<file path="config.mk">
export PLATFORM = sky130hd
export DESIGN_NAME = tick_chain
export DESIGN_NICKNAME = d
export VERILOG_FILES = /design/src/rtl/tick_chain_pkg.sv /design/src/rtl/tick_div.sv /design/src/rtl/tick_src_sel.sv /design/src/rtl/tick_meter.sv /design/src/rtl/tick_chain.sv
export SDC_FILE = /design/constraint.sdc
export NUM_CORES = 1
export LEC_CHECK = 0
export BUFFER_PORTS_ARGS = -buffer_cell sky130_fd_sc_hd__buf_4
export CAP_MARGIN = 20
export CORE_MARGIN = 2
export CORE_UTILIZATION = 35
export DETAILED_ROUTE_END_ITERATION = 6
export GPL_TIMING_DRIVEN = 0
export PLACE_DENSITY = 0.64
export SLEW_MARGIN = 20
export SYNTH_ARGS = -nofsm -noshare
export SYNTH_HDL_FRONTEND = slang
export SYNTH_SLANG_ARGS = --single-unit
</file>
<file path="constraint.sdc">
create_clock -name clk -period 3.5 [get_ports clk]
set_input_delay 0.7 -clock clk [delete_from_list [all_inputs] [get_ports clk]]
set_output_delay 0.7 -clock clk [all_outputs]
set_load 0.05 [all_outputs]
</file>
<file path="src/rtl/tick_chain_pkg.sv">
package tick_chain_pkg;
   typedef enum logic [1:0] {
      SRC_DIV  = 2'd0,
      SRC_PROT = 2'd1,
      SRC_EXT  = 2'd2,
      SRC_REF  = 2'd3
   } samp_src_e;
endpackage

</file>
<file path="src/rtl/tick_div.sv">
module tick_div #(
   parameter int W = 10
) (
   input  logic         clk,
   input  logic         rst_n,
   input  logic         run,
   input  logic         tick_i,
   input  logic [W-1:0] reload_i,
   output logic         tick_o
);
   if (W < 1) begin : g_bad_width
      $error("tick_div: W must be at least 1");
   end

   logic [W-1:0] cnt_q;
   logic         at_term;

   assign at_term = (cnt_q == '0);
   assign tick_o  = run & tick_i & at_term;

   // Count down; reload only when stopped or at terminal count.
   always_ff @(posedge clk or negedge rst_n) begin
      if (!rst_n) begin
         cnt_q <= '0;
      end else if (!run) begin
         cnt_q <= reload_i;
      end else if (tick_i) begin
         if (at_term) cnt_q <= reload_i;
         else         cnt_q <= cnt_q - 1'b1;
      end
   end

   a_r3_hold_idle : assert property (@(posedge clk) disable iff (!rst_n)
      (run && !tick_i) |=> $stable(cnt_q));

   a_r3_step_down : assert property (@(posedge clk) disable iff (!rst_n)
      (run && tick_i && cnt_q != '0) |=> (cnt_q == $past(cnt_q) - 1'b1));
endmodule

</file>
<file path="src/rtl/tick_src_sel.sv">
module tick_src_sel
   import tick_chain_pkg::*;
(
   input  logic       div_i,
   input  logic       prot_i,
   input  logic       ext_i,
   input  logic       ref_i,
   input  logic [1:0] sel_i,
   output logic       tick_o
);
   samp_src_e src;
   assign src = samp_src_e'(sel_i);

   always_comb begin
      case (src)
         SRC_DIV:  tick_o = div_i;
         SRC_PROT: tick_o = prot_i;
         SRC_EXT:  tick_o = ext_i;
         default:  tick_o = ref_i;
      endcase
   end
endmodule

</file>
<file path="src/rtl/tick_meter.sv">
module tick_meter #(
   parameter int W = 10
) (
   input  logic         clk,
   input  logic         rst_n,
   input  logic         run,
   input  logic         en_i,
   input  logic         src_i,
   input  logic         prot_i,
   input  logic         div_i,
   output logic [W-1:0] count_o
);
   if (W < 1) begin : g_bad_width
      $error("tick_meter: W must be at least 1");
   end

   logic pick;
   assign pick = src_i ? div_i : prot_i;

   always_ff @(posedge clk or negedge rst_n) begin
      if (!rst_n)              count_o <= '0;
      else if (!run)           count_o <= '0;
      else if (en_i && pick)   count_o <= count_o + 1'b1;
   end

   a_r8_hold_when_off : assert property (@(posedge clk) disable iff (!rst_n)
      (run && !en_i) |=> $stable(count_o));

   a_r9_clear_when_stopped : assert property (@(posedge clk) disable iff (!rst_n)
      !run |=> (count_o == '0));
endmodule

</file>
<file path="src/rtl/tick_chain.sv">
module tick_chain #(
   parameter int CLK_DIV_W    = 10,
   parameter int PRE_W        = 2,
   parameter int DEN_W        = 5,
   parameter int TM_W         = 10,
   parameter bit HALF_RATE_EN = 1'b1
) (
   input  logic                 clk,
   input  logic                 rst_n,
   input  logic                 en,
   input  logic                 half_sel,
   input  logic [CLK_DIV_W-1:0] clk_div,
   input  logic [1:0]           samp_src,
   input  logic [PRE_W-1:0]     pre_div,
   input  logic [DEN_W-1:0]     den_div,
   input  logic                 tm_en,
   input  logic                 tm_src,
   input  logic                 ext_tick,
   output logic                 prot_tick_o,
   output logic                 div_tick_o,
   output logic                 samp_tick_o,
   output logic                 pre_tick_o,
   output logic                 strobe_o,
   output logic [TM_W-1:0]      tm_count_o
);
   if (CLK_DIV_W < 1 || PRE_W < 1 || DEN_W < 1 || TM_W < 1) begin : g_bad_cfg
      $error("tick_chain: all widths must be at least 1");
   end

   // First cycle after reset behaves as disabled so dividers pick up reloads.
   logic arm_q;
   logic run;
   logic ref_tick;

   always_ff @(posedge clk or negedge rst_n) begin
      if (!rst_n) arm_q <= 1'b0;
      else        arm_q <= 1'b1;
   end

   assign run      = en & arm_q;
   assign ref_tick = run;

   if (HALF_RATE_EN) begin : g_half
      logic tgl_q;
      always_ff @(posedge clk or negedge rst_n) begin
         if (!rst_n)   tgl_q <= 1'b0;
         else if (run) tgl_q <= ~tgl_q;
         else          tgl_q <= 1'b0;
      end
      assign prot_tick_o = run & (~half_sel | tgl_q);
   end else begin : g_full
      assign prot_tick_o = run;
   end

   tick_div #(.W(CLK_DIV_W)) u_div (
      .clk      (clk),
      .rst_n    (rst_n),
      .run      (run),
      .tick_i   (prot_tick_o),
      .reload_i (clk_div),
      .tick_o   (div_tick_o)
   );

   tick_src_sel u_sel (
      .div_i  (div_tick_o),
      .prot_i (prot_tick_o),
      .ext_i  (ext_tick & run),
      .ref_i  (ref_tick),
      .sel_i  (samp_src),
      .tick_o (samp_tick_o)
   );

   tick_div #(.W(PRE_W)) u_pre (
      .clk      (clk),
      .rst_n    (rst_n),
      .run      (run),
      .tick_i   (samp_tick_o),
      .reload_i (pre_div),
      .tick_o   (pre_tick_o)
   );

   tick_div #(.W(DEN_W)) u_den (
      .clk      (clk),
      .rst_n    (rst_n),
      .run      (run),
      .tick_i   (pre_tick_o),
      .reload_i (den_div),
      .tick_o   (strobe_o)
   );

   tick_meter #(.W(TM_W)) u_meter (
      .clk     (clk),
      .rst_n   (rst_n),
      .run     (run),
      .en_i    (tm_en),
      .src_i   (tm_src),
      .prot_i  (prot_tick_o),
      .div_i   (div_tick_o),
      .count_o (tm_count_o)
   );

   a_r1_full_rate : assert property (@(posedge clk) disable iff (!rst_n)
      (en && arm_q && !half_sel) |-> prot_tick_o);

   a_r2_no_adjacent : assert property (@(posedge clk) disable iff (!rst_n)
      (en && half_sel && prot_tick_o) |=> !(half_sel && prot_tick_o));
endmodule

</file>
Yosys cells after proc, flatten, opt, wreduce, memory -nomap -nowiden
Index checks and enable logic that the tools add are counted.
{"block": "word_totals", "ff_bits": 29}
{"block": "classes", "eq_ne": 6, "add_sub_neg": 4, "n_reduce_logical": 5, "mux": 14, "bitwise_logic": 12}
{"op": "two-way mux 10 bit", "n": 5}
{"op": "two-way mux 5 bit", "n": 3}
{"op": "adder 10 x 1 -> 10 bit, second input constant", "n": 1}
{"op": "zero test 10 bit", "n": 1}
{"op": "subtractor 10 x 1 -> 10 bit, second input constant", "n": 1}
{"op": "AND 1 bit", "n": 9}
{"op": "inequality test 2 x 1 -> 1 bit, second input constant", "n": 4}
{"op": "two-way mux 2 bit", "n": 3}
{"op": "zero test 5 bit", "n": 1}
{"op": "subtractor 5 x 1 -> 5 bit, second input constant", "n": 1}
{"op": "zero test 2 bit", "n": 2}
{"op": "one-hot mux 1 bit (3 select lines)", "n": 1}
{"op": "== test 2 x 1 -> 1 bit, second input constant", "n": 1}
{"op": "== test 2 bit, second input constant", "n": 1}
{"op": "two-way mux 1 bit", "n": 2}
{"op": "NOT 1 bit", "n": 2}
{"op": "subtractor 2 x 1 -> 2 bit, second input constant", "n": 1}
{"op": "logical AND 1 bit", "n": 1}
{"op": "bitwise OR 1 bit", "n": 1}

Depth between registers and ports, before layout
Gate-level depths: netlist of the first run.
{"block": "logic_depth", "ltp_word": 10, "depth_mapped": 8, "depth_no_buf": 7}

Cells and area by module
Synthesis of the first run repeated with hierarchy kept, for this count alone.
{"block": "unflattened", "cells_unflattened": 189, "hier_area_um2": 1775.5}
{"module": "tick_div (u_div)", "cells_each": 78, "n_inst": 1, "area_each_um2": 674.4}
{"module": "tick_meter", "cells_each": 55, "n_inst": 1, "area_each_um2": 546.8}
{"module": "tick_div (u_den)", "cells_each": 33, "n_inst": 1, "area_each_um2": 324.1}
{"module": "tick_div (u_pre)", "cells_each": 13, "n_inst": 1, "area_each_um2": 121.4}
{"module": "tick_chain", "cells_each": 9, "n_inst": 1, "area_each_um2": 86.3}
{"module": "tick_src_sel", "cells_each": 1, "n_inst": 1, "area_each_um2": 22.5}

Worst setup path before layout of the first run
OpenSTA, ideal clock, no wires.
{"block": "synth_path", "kind": "input to output", "from": "input port en", "to": "output port strobe_o", "n_path_buf": 2, "path_slack_ps": 512, "required_ps": 2800, "arrival_time_ps": 2288, "path_stages": 6, "cell_sequence": "and2_1 > clkbuf_1 > o21ai_0 > o22ai_2 > buf_2 > and3_1"}
{"block": "synth_via", "elab_chain_len": 9, "elab_cells_between_ends": 10}
{"item": "start: declaration", "line_no": "tick_chain.sv:10", "text": "input logic en,"}
{"item": "AND 1 bit *", "line_no": "tick_chain.sv:40", "text": "assign run = en & arm_q;"}
{"item": "AND 1 bit", "line_no": "tick_chain.sv:50", "text": "assign prot_tick_o = run & (~half_sel | tgl_q);"}
{"item": "AND 1 bit (2 in series)", "line_no": "tick_div.sv:19", "text": "assign tick_o = run & tick_i & at_term;"}
{"item": "one-hot mux 1 bit (3 select lines) *", "line_no": "tick_src_sel.sv:15", "text": "case (src)"}
{"item": "net samp_tick_o", "line_no": "tick_chain.sv:21", "text": "output logic samp_tick_o,"}
{"item": "AND 1 bit * (4 in series)", "line_no": "tick_div.sv:19"}
{"item": "end: declaration", "line_no": "tick_chain.sv:23", "text": "output logic strobe_o,"}
Mark *: on every way through the listed nets, which the timed path passes. The rest lies on a longest branch.

Worst setup path after layout of the first run
{"block": "layout_path", "from": "register u_div.cnt_q[0]", "to": "output port strobe_o"}
{"block": "layout_via", "elab_chain_len": 7}
{"item": "start: declaration", "line_no": "tick_div.sv:15", "text": "logic [W-1:0] cnt_q;"}
{"item": "start signal: assignment", "line_no": "tick_div.sv:26", "text": "cnt_q <= reload_i;"}
{"item": "start signal: assignment", "line_no": "tick_div.sv:28", "text": "if (at_term) cnt_q <= reload_i;"}
{"item": "start signal: assignment", "line_no": "tick_div.sv:29", "text": "else cnt_q <= cnt_q - 1'b1;"}
{"item": "zero test 10 bit", "line_no": "tick_div.sv:18", "text": "assign at_term = (cnt_q == '0);"}
{"item": "AND 1 bit", "line_no": "tick_div.sv:19"}
{"item": "one-hot mux 1 bit (3 select lines)", "line_no": "tick_src_sel.sv:15"}
{"item": "AND 1 bit (4 in series)", "line_no": "tick_div.sv:19"}
No other way between the ends.

==> results of run 1 <==
through the flow:
| stage | worst slack, ns | area [sq um] | instances |
|---|---|---|---|
| 5_1_grt | 0.1970 | 2225 | 312 |
| 6_report | 0.3977 | 2225 | 312 |
| 3_3_place_gp | 0.4715 | 2127 | 305 |
| 3_5_place_dp | 0.4652 | 2127 | 305 |
| 4_1_cts | 0.2260 | 2213 | 312 |
| 2_1_floorplan | 0.5115 | 1743 | 198 |
kinds of logic after synthesis:
family          after synthesis  synth area share (%)
compound gates               54                 22.69
other cells                   1                0.2152
flops                        29                 41.64
xor+xnor                      6                 3.015
fa+ha+maj                     3                 2.154
mux                           2                 1.149
buf+inv                      22                 4.809
simple gates                 81                 24.34
power by group:
| group | total [mW] | internal (mW) | switching, mW |
|---|---|---|---|
| Sequential | 0.385 | 0.357 | 0.0278 |
| Clock | 0.287 | 0.156 | 0.131 |
| Combinational | 0.144 | 0.0635 | 0.0806 |
| Total | 0.816 | 0.577 | 0.240 |
layout by cell type (no fill, tap or decap), types with 2 or more instances in the layout:
cell      netlist  layout
nor3_1         11      11
nor4b_1         3       2
o22ai_1         8       8
inv_1          15      15
a211oi_1        2       2
a21oi_1        11      11
xor2_1          4       4
nor2b_1         2       2
a32oi_1         2       2
dfrtp_1        29      29
clkbuf_1        6       7
nor2_1         16      16
nand4_1         5       5
nand2_1        19      19
buf_4           0      40
and2_1          3       3
ha_1            3       3
clkbuf_8        0       6
nand3_1         8       8
a31oi_1         3       3
and3_1          3       3
a31o_2          5       5
nor4_1          2       2
o21ai_0         8       8
mux2i_1         2       2
o221ai_1        2       2
xnor2_1         2       2
final timing paths:
path / startpoint / to / slack (ns) / cells after the start
max in group asynchronous: rst_n / u_meter.count_o[5] / 2.87 / 1
hold / removal: rst_n / u_meter.count_o[7] / 0.33 / 1
min in group clk: g_half.tgl_q / g_half.tgl_q / 0.44 / 1
hold reg to reg: g_half.tgl_q / g_half.tgl_q / 0.44 / 1
setup reg to reg: u_div.cnt_q[0] / u_meter.count_o[9] / 1.08 / 7
setup / recovery: u_div.cnt_q[0] / strobe_o / 0.40 / 8
flip-flops by register name, summed over array words and instances, names as in the netlist:
register and cells:
u_den.cnt_q 5, u_pre.cnt_q 2, g_half.tgl_q 1, u_meter.count_o 10, u_div.cnt_q 10, arm_q 1
repair_timing:
action | 4_1_cts | 5_1_grt
gates resized for setup | 0 | 1
setup buffers | 0 | 0
endpoints found under the setup margin | 0 | 1
cell type report:
| type | count | area, sq um |
|---|---|---|
| repair buffers | 40 | 300.3 |
| flip-flops and latches | 29 | 725.7 |
| well taps | 67 | 83.83 |
| inverters | 15 | 56.30 |
| plain buffers | 7 | 27.53 |
| fillers | 483 | 2530 |
| clock buffers | 7 | 86.33 |
| multi-input cells | 147 | 944.7 |
routing by layer:
layer / wire (microns) / vias to the layer above / global-route usage [%]
met4: 55 / 0 / 6.548
li1: - / 830 / -
met3: 249 / 5 / 5.556
met2: 2109 / 44 / 27.83
met5: 0 / - / 0
met1: 2118 / 800 / 23.90
==> run summary, run 1 <==
Across the routed clock network, the largest skew measured is 0.005941 ns. The maximum frequency from static timing analysis was 0.3223 GHz; the number of sinks handled by clock tree synthesis was 29. The synthesized design spends more area on one cell type than any other, namely dfrtp_1.

After synthesis, the cell types taking the most area are dfrtp_1, nand2_1, nor2_1. The via count of the first global-routing pass is 1619, and the number of max-slew violations in the final report is 0. The library cell contributing the largest single delay on the critical path is dfrtp_1.

In this run the remaining antenna-violating nets after routing total 0. The clock-pin slew reported for the worst setup and hold paths after clock tree synthesis works out to 0.07 ns. For the number of different library cells in the post-synthesis netlist, the log shows 49. Sorting the synthesized cells by how often they occur yields dfrtp_1, nand2_1, nor2_1. The signal on the critical path passes through inv_1 > ha_1 > nor3b_2 > nand2_1 > o22ai_2 > buf_2 > and3_1 > buf_4. The first global-routing pass estimated 7527 microns of wire. Sequential cells were found to cover 41.64% of the synthesized design area. The via count of the routed design is 1679. In this run the number of H-tree levels came out at 2. The total overflow left after global routing is 0. STA classifies the critical path endpoint as an output port. The initialized floorplan defines 25 standard-cell rows. After routing, the total negative slack on setup checks comes to 0 ns.

The top flip-flop cell by instance count after synthesis was dfrtp_1. The tools report the initial standard-cell utilization of the core as 36.66%. The largest buffer count on any clock path is 2, and the full die area is 0.005560 sq mm. The number of vias per cell after detailed routing was 5.381. The kind of critical path is reg -> out. Setup violations remaining at the end of the flow were counted as 0. Averaged over all synthesized cells, the footprint is 8.803 sq um. For this design, the CTS-stage hold fixing added 0 buffers. After technology mapping, the gate count stands at 198. The sum of buffers and inverters on the critical path was 3; the final number of hold-violating endpoints was 0.

The chip height was 74.57 microns. The tools report the library cell used as clock root buffer as clkbuf_8. The logs give 0.28 ns for the insertion delay to the later sink of the worst-skew pair and 4 for the iteration count of the initial detailed-routing pass. The number of CTS-inserted buffers was 5; the peak supply drop was 0.0001757 V.

The tools report the number of design rule violations left after detail routing as 0. Headroom to the max-slew limit came out at 51.80%. Dividing the detail-routed wire length by the instance count gives 14.53 microns. Cells with a size suffix above 1 make up 24.90% of the layout. Grouping stages by cell kind, the critical path spends the most delay in simple AND/OR/NAND/NOR gates. The run finished with clean final reports. Among all cell types in the netlist, the one instantiated most often is dfrtp_1.

Max-cap violations in this run came to 0. For the pin with the worst max-slew slack, the measured transition is 0.7197 ns. The routed design has 4532 microns of wire. Of all nets on the critical path, the largest fanout is 10. The worst setup path is launched from a flip-flop. The share of synthesized registers carrying an async set or reset came out at 100.0%. The number of warning messages in the yosys log was 0. STA puts the critical path data arrival time at 2.40 ns. Initial antenna violation count: 0. The synthesis-to-finish area growth is 27.64%. The power density over the cells came out at 367.0 mW/mm^2. For this block, the initial DRC count from the detailed router was 159. Detailed placement ended at an HPWL of 3248 microns.

The antenna diode count came out at 0. For the area of the mapped netlist, the log shows 0.001743 sq mm. TritonCTS built the clock tree. The min-delay analysis places its worst path in the category in -> async.

The design draws 0.8164 mW. The final critical path takes up 88.64% of the cycle. Across all hold checks on the routed design, the worst slack comes to 0.3323 ns.

Data on the critical path is required at its endpoint by 2.80 ns. Entering global routing, the biggest net connects 30 pins. Proportion of netlist area held by the largest area contributor: 41.64%. The final core utilization is 46.79%. In this run, synthesis produced a sequential element count of 29. During placement, the flow inserted port buffers numbering 40. Summed over all cells, the static leakage comes to 0.9633 nW. Setup repair after global routing left no endpoint under its margin.

From left edge to right edge, the die measures 74.57 microns. Biggest cell delay along the critical path: 0.40 ns. For this design the top-level I/O count stands at 41. Global routing used 18.02% of the available tracks across all layers. The smallest clock period supported by the final layout is computed as 3.102 ns. The count of flip-flops with a built-in enable after synthesis is 0. Routability-driven placement finished with a final weighted congestion of 0.8121.

The net count of the finished layout is 274. The core region is 0.004755 sq mm. Net count of the mapped netlist: 227.
No activity file was read; power rests on OpenSTA's default activity.
==> run 2: changes to the inputs <==
- CTS_CLUSTER_SIZE: not set -> 25
- SYNTH_HIERARCHICAL: not set -> 1
==> run summary, run 2 <==
The flow ran to the end, and the final reports show no timing, DRC or antenna violations. The tools report the library cell used as clock root buffer as clkbuf_8 (unchanged). Registers with the most flip-flops: u_div/cnt_q x10, u_meter/count_o x10, u_den/cnt_q x5 (was u_div.cnt_q x10, u_meter.count_o x10, u_den.cnt_q x5).

The share of synthesized registers carrying an async set or reset is 100.0% (unchanged), and the remaining antenna violation count after routing is 0 (unchanged). Most used standard cell by instance count after synthesis: dfrtp_1 (unchanged). The cell area after layout is 0.002362 sq mm (was 0.002225 sq mm).

The worst hold path class was in -> async (unchanged). The number of buffers added on ports is 40 (unchanged). Startpoint class of the critical path: a flip-flop (unchanged). The proportion of netlist area held by the largest area contributor was 40.87% (was 41.64%).

The logs give 0 (unchanged) for the initial antenna violation count and 36.86% (was 36.66%) for the initial standard-cell utilization of the core. The run gives 2 (unchanged) as the count of H-tree levels built during CTS. For the number of design rule violations left after detail routing, the log shows 0 (unchanged). The cell type with the largest total area after synthesis was dfrtp_1 (unchanged). The antenna diode count is 0 (unchanged), and the critical-path maximum fanout is 7 (was 10).

For the peak supply drop, the log shows 0.0001999 V (was 0.0001757 V). The kind of critical path is reg -> out (unchanged). The element type at the critical path end was an output port (unchanged). The number of buffers inserted for hold repair after clock tree synthesis is 0 (unchanged), and the final core utilization is 49.04% (was 46.79%). The full die area is 0.005659 sq mm (was 0.005560 sq mm). The logs give 1652 (was 1679) for the via count of the routed design and 0.004817 sq mm (was 0.004755 sq mm) for the core region area. The clock-pin slew reported for the worst setup and hold paths after clock tree synthesis came out at 0.07 ns (about the same). Count of max-cap constraint violations: 0 (unchanged). The number of sinks handled by clock tree synthesis came out at 29 (unchanged).

The tools report the detailed router's first-iteration violation count as 111 (was 159). The leakage power figure was 1.026 nW (was 0.9633 nW); the global placer's final weighted congestion was 0.7873 (was 0.8121). The number of fillers in the final layout was 478 (was 483). The number of warning messages in the yosys log was 6 (was 0). The number of vias per cell after detailed routing came out at 5.312 (was 5.381). Leading cell type in the layout, fill and taps excluded: buf_4 (unchanged). The number of max-slew violations in the final report came out at 0 (unchanged). The logs give 0 (unchanged) for the total global routing overflow and 40.87% (was 41.64%) for the register area share after synthesis. Chip height: 75.23 microns (was 74.57 microns). The iteration count of the initial detailed-routing pass is 4 (unchanged). The tools report the flip-flop and latch area as 726.9 sq um (was 725.7 sq um). The slew at the pin closest to its max-slew limit was 0.5585 ns (was 0.7197 ns). The insertion delay to the later sink of the worst-skew pair is 0.28 ns (about the same). The setup TNS is 0 ns (unchanged), and the total of flip-flops plus latches after synthesis is 29 (unchanged).

The top flip-flop cell by instance count after synthesis is dfrtp_1 (unchanged). The worst slew slack as a fraction of its limit was 62.43% (was 51.80%); the synthesized instance count was 189 (was 198). Most frequent cells after synthesis: dfrtp_1, inv_1, a21oi_1 (was dfrtp_1, nand2_1, nor2_1). Cell types with the largest area share after synthesis: dfrtp_1, a21oi_1, inv_1 (was dfrtp_1, nand2_1, nor2_1). The synthesized area divided by synthesized cell count works out to 9.394 sq um (was 8.803 sq um).

Commonest cells after routing, fill and taps aside: buf_4, dfrtp_1, inv_1 (was buf_4, dfrtp_1, nand2_1). Detailed placer's ending HPWL: 2908 microns (was 3248 microns). The overall power of the completed layout was 0.8035 mW (was 0.8164 mW); the largest buffer count on any clock path was 2 (unchanged). Number of CTS-inserted buffers: 5 (unchanged). The net count reported at finish was 272 (was 274); the minimum clock period after layout was 3.371 ns (was 3.102 ns). TritonCTS built the clock tree.

The share of final-layout standard cells stronger than drive strength 1 is 32.38% (was 24.90%). Placed cell area: 0.002220 sq mm (was 0.002127 sq mm). The count of flip-flops with a built-in enable after synthesis works out to 0 (unchanged).

The number of different library cells in the post-synthesis netlist came out at 56 (was 49). For the overall routing resource usage, the log shows 16.43% (was 18.02%). The synthesis-to-finish area growth works out to 33.05% (was 27.64%).

The total length of routed wires is 4070 microns (was 4532 microns), and the die span in x is 75.23 microns (was 74.57 microns). The run gives 0.008525 ns (was 0.005941 ns) as the clock skew after layout. The average routed wire per standard cell works out to 13.09 microns (was 14.53 microns). The area of the mapped netlist was 0.001775 sq mm (was 0.001743 sq mm). The number of placement rows came out at 25 (unchanged). For the maximum number of pins on one net before global-route repair, the log shows 30 (unchanged).

The via count of the first global-routing pass came out at 1543 (was 1619). Setup repair after global routing left no endpoint under its margin. The critical path arrival was 2.67 ns (was 2.40 ns); the final-report setup violation count was 0 (unchanged).

The worst endpoint required time is 2.80 ns (about the same). The run gives 7038 microns (was 7527 microns) as the first-pass GRT wire length. The net count of the mapped netlist was 218 (was 227); the maximum frequency from static timing analysis was 0.2967 GHz (was 0.3223 GHz). The tools report the final number of hold-violating endpoints as 0 (unchanged).

The power density over the cells was 340.1 mW/mm^2 (was 367.0 mW/mm^2); the fraction of the cycle the final worst path needs was 96.31% (was 88.64%). The number of I/O pins is 41 (unchanged), and the multi-input logic area is 0.001015 sq mm (was 944.7 sq um).
## run 2: metal layers
metal | part of all wire (%) | vias up | GRT usage (%)
li1 | - | 824 | -
met1 | 48 | 780 | 22.17
met2 | 46 | 44 | 25.34
met3 | 5.1 | 4 | 4.284
met4 | 1.5 | 0 | 6.433
met5 | 0 | - | 0
## run 2: cell families after synthesis
family | Yosys count | synth area share, %
xor+xnor | 3 | 1.480
compound gates | 57 | 21.07
other cells | 1 | 0.2112
flops | 29 | 40.87
simple gates | 68 | 25.16
mux | 5 | 3.735
fa+ha+maj | 3 | 2.114
buf+inv | 23 | 5.355
## run 2: worst max-delay path: stages, from the launching register on
cell,delay [ns]
dfrtp_2,0.46
or4_4,0.60
nor4_4,0.38
mux4_2,0.35
nand2b_4,0.07
nor3_4,0.14
and3_4,0.20
buf_4,0.19
## run 2: cell type report
type,count,share of cell area [%]
timing repair buffer,47,14.94
buffer,3,0.9534
tap,67,3.549
inverter,20,3.178
multi-input combinational,137,42.96
sequential,29,30.77
clock inverter,3,0.7415
clock buffer,5,2.913
## run 2: what timing repair did
| action | CTS | global route |
|---|---|---|
| hold endpoints to repair | 0 | 0 |
| gates resized for setup | 1 | 1 |
| setup buffers | 3 | 4 |
| pin swaps | 1 | 1 |
| endpoints found under the setup margin | 2 | 3 |
## run 2: power by group
group	internal, mW	switching (mW)
logic	0.0672	0.0794
clock network	0.137	0.134
registers	0.358	0.0282
## run 2: final timing paths
check	start	end	slack (ns)	cells past startpoint
max	u_div/cnt_q[2]	strobe_o	0.13	7
min	rst_n	u_div/cnt_q[5]	0.35	1
max reg2reg	u_div/cnt_q[2]	u_den/cnt_q[3]	0.24	9
min reg2reg	g_half.tgl_q	g_half.tgl_q	0.42	1
max in group asynchronous	rst_n	u_div/cnt_q[2]	2.84	1
min in group clk	g_half.tgl_q	g_half.tgl_q	0.42	1
## run 2: stage by stage
| stage | setup slack [ns] | cells | hold WS (ns) |
|---|---|---|---|
| after floorplan | -0.9163 | 189 | 0.4012 |
| after global placement | -0.2804 | 296 | 0.4138 |
| after detailed placement | -0.3082 | 296 | 0.4172 |
| after CTS | 0.03805 | 307 | 0.3420 |
| after global routing | 0.005407 | 311 | 0.3609 |
| final | 0.1291 | 311 | 0.3457 |
==> run 3: changes to the inputs <==
- MAX_ROUTING_LAYER: not set -> met4
==> run summary, run 3 (same netlist as run 2, synthesis figures left out) <==
The startpoint class of the critical path was a flip-flop (unchanged). Series of cell instances along the critical path: or4_4 > nor4_4 > mux4_2 > nand2b_4 > nor3_4 > and3_4 > buf_4 (unchanged). The tools report the start of the worst register-to-register path as u_div/cnt_q[2] (unchanged).

The number of I/O pins was 41 (unchanged). The core region area is 0.004817 sq mm (unchanged), and the number of CTS-inserted buffers is 5 (unchanged). The fraction of the cycle the final worst path needs was 96.28% (was 96.31%). The initial standard-cell utilization of the core came out at 36.86% (unchanged). The reg-to-reg setup timing slack came out at 0.24 ns (about the same).

The critical path arrival was 2.67 ns (about the same); the overall routing resource usage was 16.94% (was 16.43%). Registers with the most flip-flops: u_div/cnt_q x10, u_meter/count_o x10, u_den/cnt_q x5 (unchanged). Dominant delay contributor by cell family on the critical path: simple AND/OR/NAND/NOR gates (unchanged). Setup repair after global routing left no endpoint under its margin. The sum of buffers and inverters on the critical path was 1 (unchanged); the final standard cell count with taps included and fillers excluded was 311 (unchanged).

Top metal layer carrying routed signals: met4 (unchanged). The library cell contributing the largest single delay on the critical path is or4_4 (unchanged). The logs give 0 (unchanged) for the final-report setup violation count and 1900 microns (was 1864 microns) for the total met2 wirelength after detailed routing. The tools report the via count of the first global-routing pass as 1541 (was 1543).

The kind of critical path is reg -> out (unchanged). The run gives 0.2968 GHz (was 0.2967 GHz) as the maximum frequency from static timing analysis. The minimum clock period after layout was 3.370 ns (was 3.371 ns); the chip height was 75.23 microns (unchanged). The maximum number of pins on one net before global-route repair was 30 (unchanged); the amount of wire on met3 after detailed routing was 192 microns (was 207 microns). Overall power of the completed layout: 0.8033 mW (was 0.8035 mW). The run gives 1.026 nW (unchanged) as the leakage power figure.

Element type at the critical path end: an output port (unchanged). The biggest cell delay along the critical path came out at 0.60 ns (about the same). The net count reported at finish was 272 (unchanged); the number of vias per cell after detailed routing was 5.305 (was 5.312). The number of design rule violations left after detail routing came out at 0 (unchanged). The reg-to-reg critical path endpoint is u_den/cnt_q[3] (unchanged).

The number of buffers added on ports came out at 40 (unchanged). Library cell used as clock root buffer: clkbuf_8 (unchanged). The power density over the cells was 340.1 mW/mm^2 (about the same); the remaining antenna violation count after routing was 0 (unchanged).

The slew at the pin closest to its max-slew limit is 0.5585 ns (unchanged). For the final number of hold-violating endpoints, the log shows 0 (unchanged). TritonCTS built the clock tree. The die span in x is 75.23 microns (unchanged). The run finished with clean final reports. For the detailed placer's ending HPWL, the log shows 2908 microns (unchanged). The run gives 0 (unchanged) as the initial antenna violation count.

The final core utilization is 49.04% (unchanged), and the clock-pin slew reported for the worst setup and hold paths after clock tree synthesis is 0.07 ns (about the same). The tools report the insertion delay to the later sink of the worst-skew pair as 0.28 ns (about the same). The tools report the total length of routed wires as 4083 microns (was 4070 microns).

The global placer's final weighted congestion was 0.7983 (was 0.7873); the total global routing overflow was 0 (unchanged). The share of final-layout standard cells stronger than drive strength 1 works out to 32.38% (unchanged). The count of H-tree levels built during CTS was 2 (unchanged); the placed instance count was 296 (unchanged). The number of max-slew violations in the final report came out at 0 (unchanged).

The run gives 0 (unchanged) as the count of max-cap constraint violations. For the met1 routed wirelength after detailed routing, the log shows 1949 microns (was 1938 microns). Worst hold path class: in -> async (unchanged).

The antenna diode count came out at 0 (unchanged). The worst slew slack as a fraction of its limit came out at 62.43% (unchanged). The path depth of the worst reg2reg path works out to 9 (unchanged). The leading cell type in the layout, fill and taps excluded was buf_4 (unchanged). For the first-pass GRT wire length, the log shows 7038 microns (unchanged).

The tools report the full die area as 0.005659 sq mm (unchanged). The logs give 0.008975 ns (was 0.008525 ns) for the clock skew after layout and 29 (unchanged) for the number of sinks handled by clock tree synthesis. The peak supply drop came out at 0.0001995 V (was 0.0001999 V). The detailed router's first-iteration violation count was 93 (was 111); the number of placement rows was 25 (unchanged). The iteration count of the initial detailed-routing pass is 4 (unchanged).

The average routed wire per standard cell was 13.13 microns (was 13.09 microns). The tools report the worst endpoint required time as 2.80 ns (about the same). The tools report the via count of the routed design as 1650 (was 1652). The critical-path maximum fanout is 7 (unchanged). The synthesis-to-finish area growth was 33.05% (unchanged). Commonest cells after routing, fill and taps aside: buf_4, dfrtp_1, inv_1 (unchanged).

The largest buffer count on any clock path is 2 (unchanged).
==> run 3: cell type report <==
cell class | instances | area [sq um]
Clock buffer | 5 | 68.82
Clock inverter | 3 | 17.52
Sequential cell | 29 | 726.9
Buffer | 3 | 22.52
Multi-Input combinational cell | 137 | 1015
Timing Repair Buffer | 47 | 352.8
Fill cell | 478 | 2455
Tap cell | 67 | 83.83
Inverter | 20 | 75.07
==> run 3: per-stage QoR <==
| stage | area, sq um | hold WS [ns] | TNS, ns | setup slack, ns |
|---|---|---|---|---|
| after global placement | 2220 | 0.4138 | -0.6578 | -0.2804 |
| final | 2362 | 0.3464 | 0 | 0.1303 |
| after CTS | 2331 | 0.3420 | 0 | 0.03805 |
| after detailed placement | 2220 | 0.4172 | -0.7034 | -0.3082 |
| after floorplan | 1836 | 0.4012 | -3.766 | -0.9163 |
| after global routing | 2362 | 0.3609 | 0 | 0.005407 |
==> run 3: repair_timing <==
item | in CTS | in global routing
buffers inserted | 3 | 4
resized for setup | 1 | 1
hold buffers | 0 | 0
setup endpoints to repair | 2 | 3
pin swaps | 1 | 1
==> run 3: worst reg2reg max path, stage by stage, from the launching register on <==
cell	delay, ns
dfrtp_2	0.46
or4_4	0.60
nor4_4	0.38
mux4_2	0.35
nand2b_4	0.08
nor3_4	0.15
buf_4	0.16
or4b_1	0.44
or4b_1	0.50
o211ai_2	0.08
==> run 3: metal layers <==
metal,track usage (%),vias up
met5,-,-
met4,6.433,0
met3,4.150,2
met2,25.34,42
met1,22.25,781
li1,-,825
==> run 3: worst max path at each step <==
stage                     slack (ns)        endpoint            from  depth (start not counted)
after floorplan                -0.92  u_den/cnt_q[3]              en                         10
after global placement         -0.28  u_den/cnt_q[3]              en                         12
after detailed placement       -0.31  u_den/cnt_q[3]              en                         12
after CTS                       0.04        strobe_o              en                         11
after global routing           0.005        strobe_o  u_div/cnt_q[2]                          7
final                           0.13        strobe_o  u_div/cnt_q[2]                          7
==> run 3: report_power, final <==
| group | internal, mW | total, mW | leakage [nW] | switching, mW |
|---|---|---|---|---|
| clock | 0.137 | 0.271 | 0.0439 | 0.134 |
| combinational | 0.0672 | 0.147 | 0.620 | 0.0793 |
| sequential | 0.358 | 0.386 | 0.362 | 0.0282 |
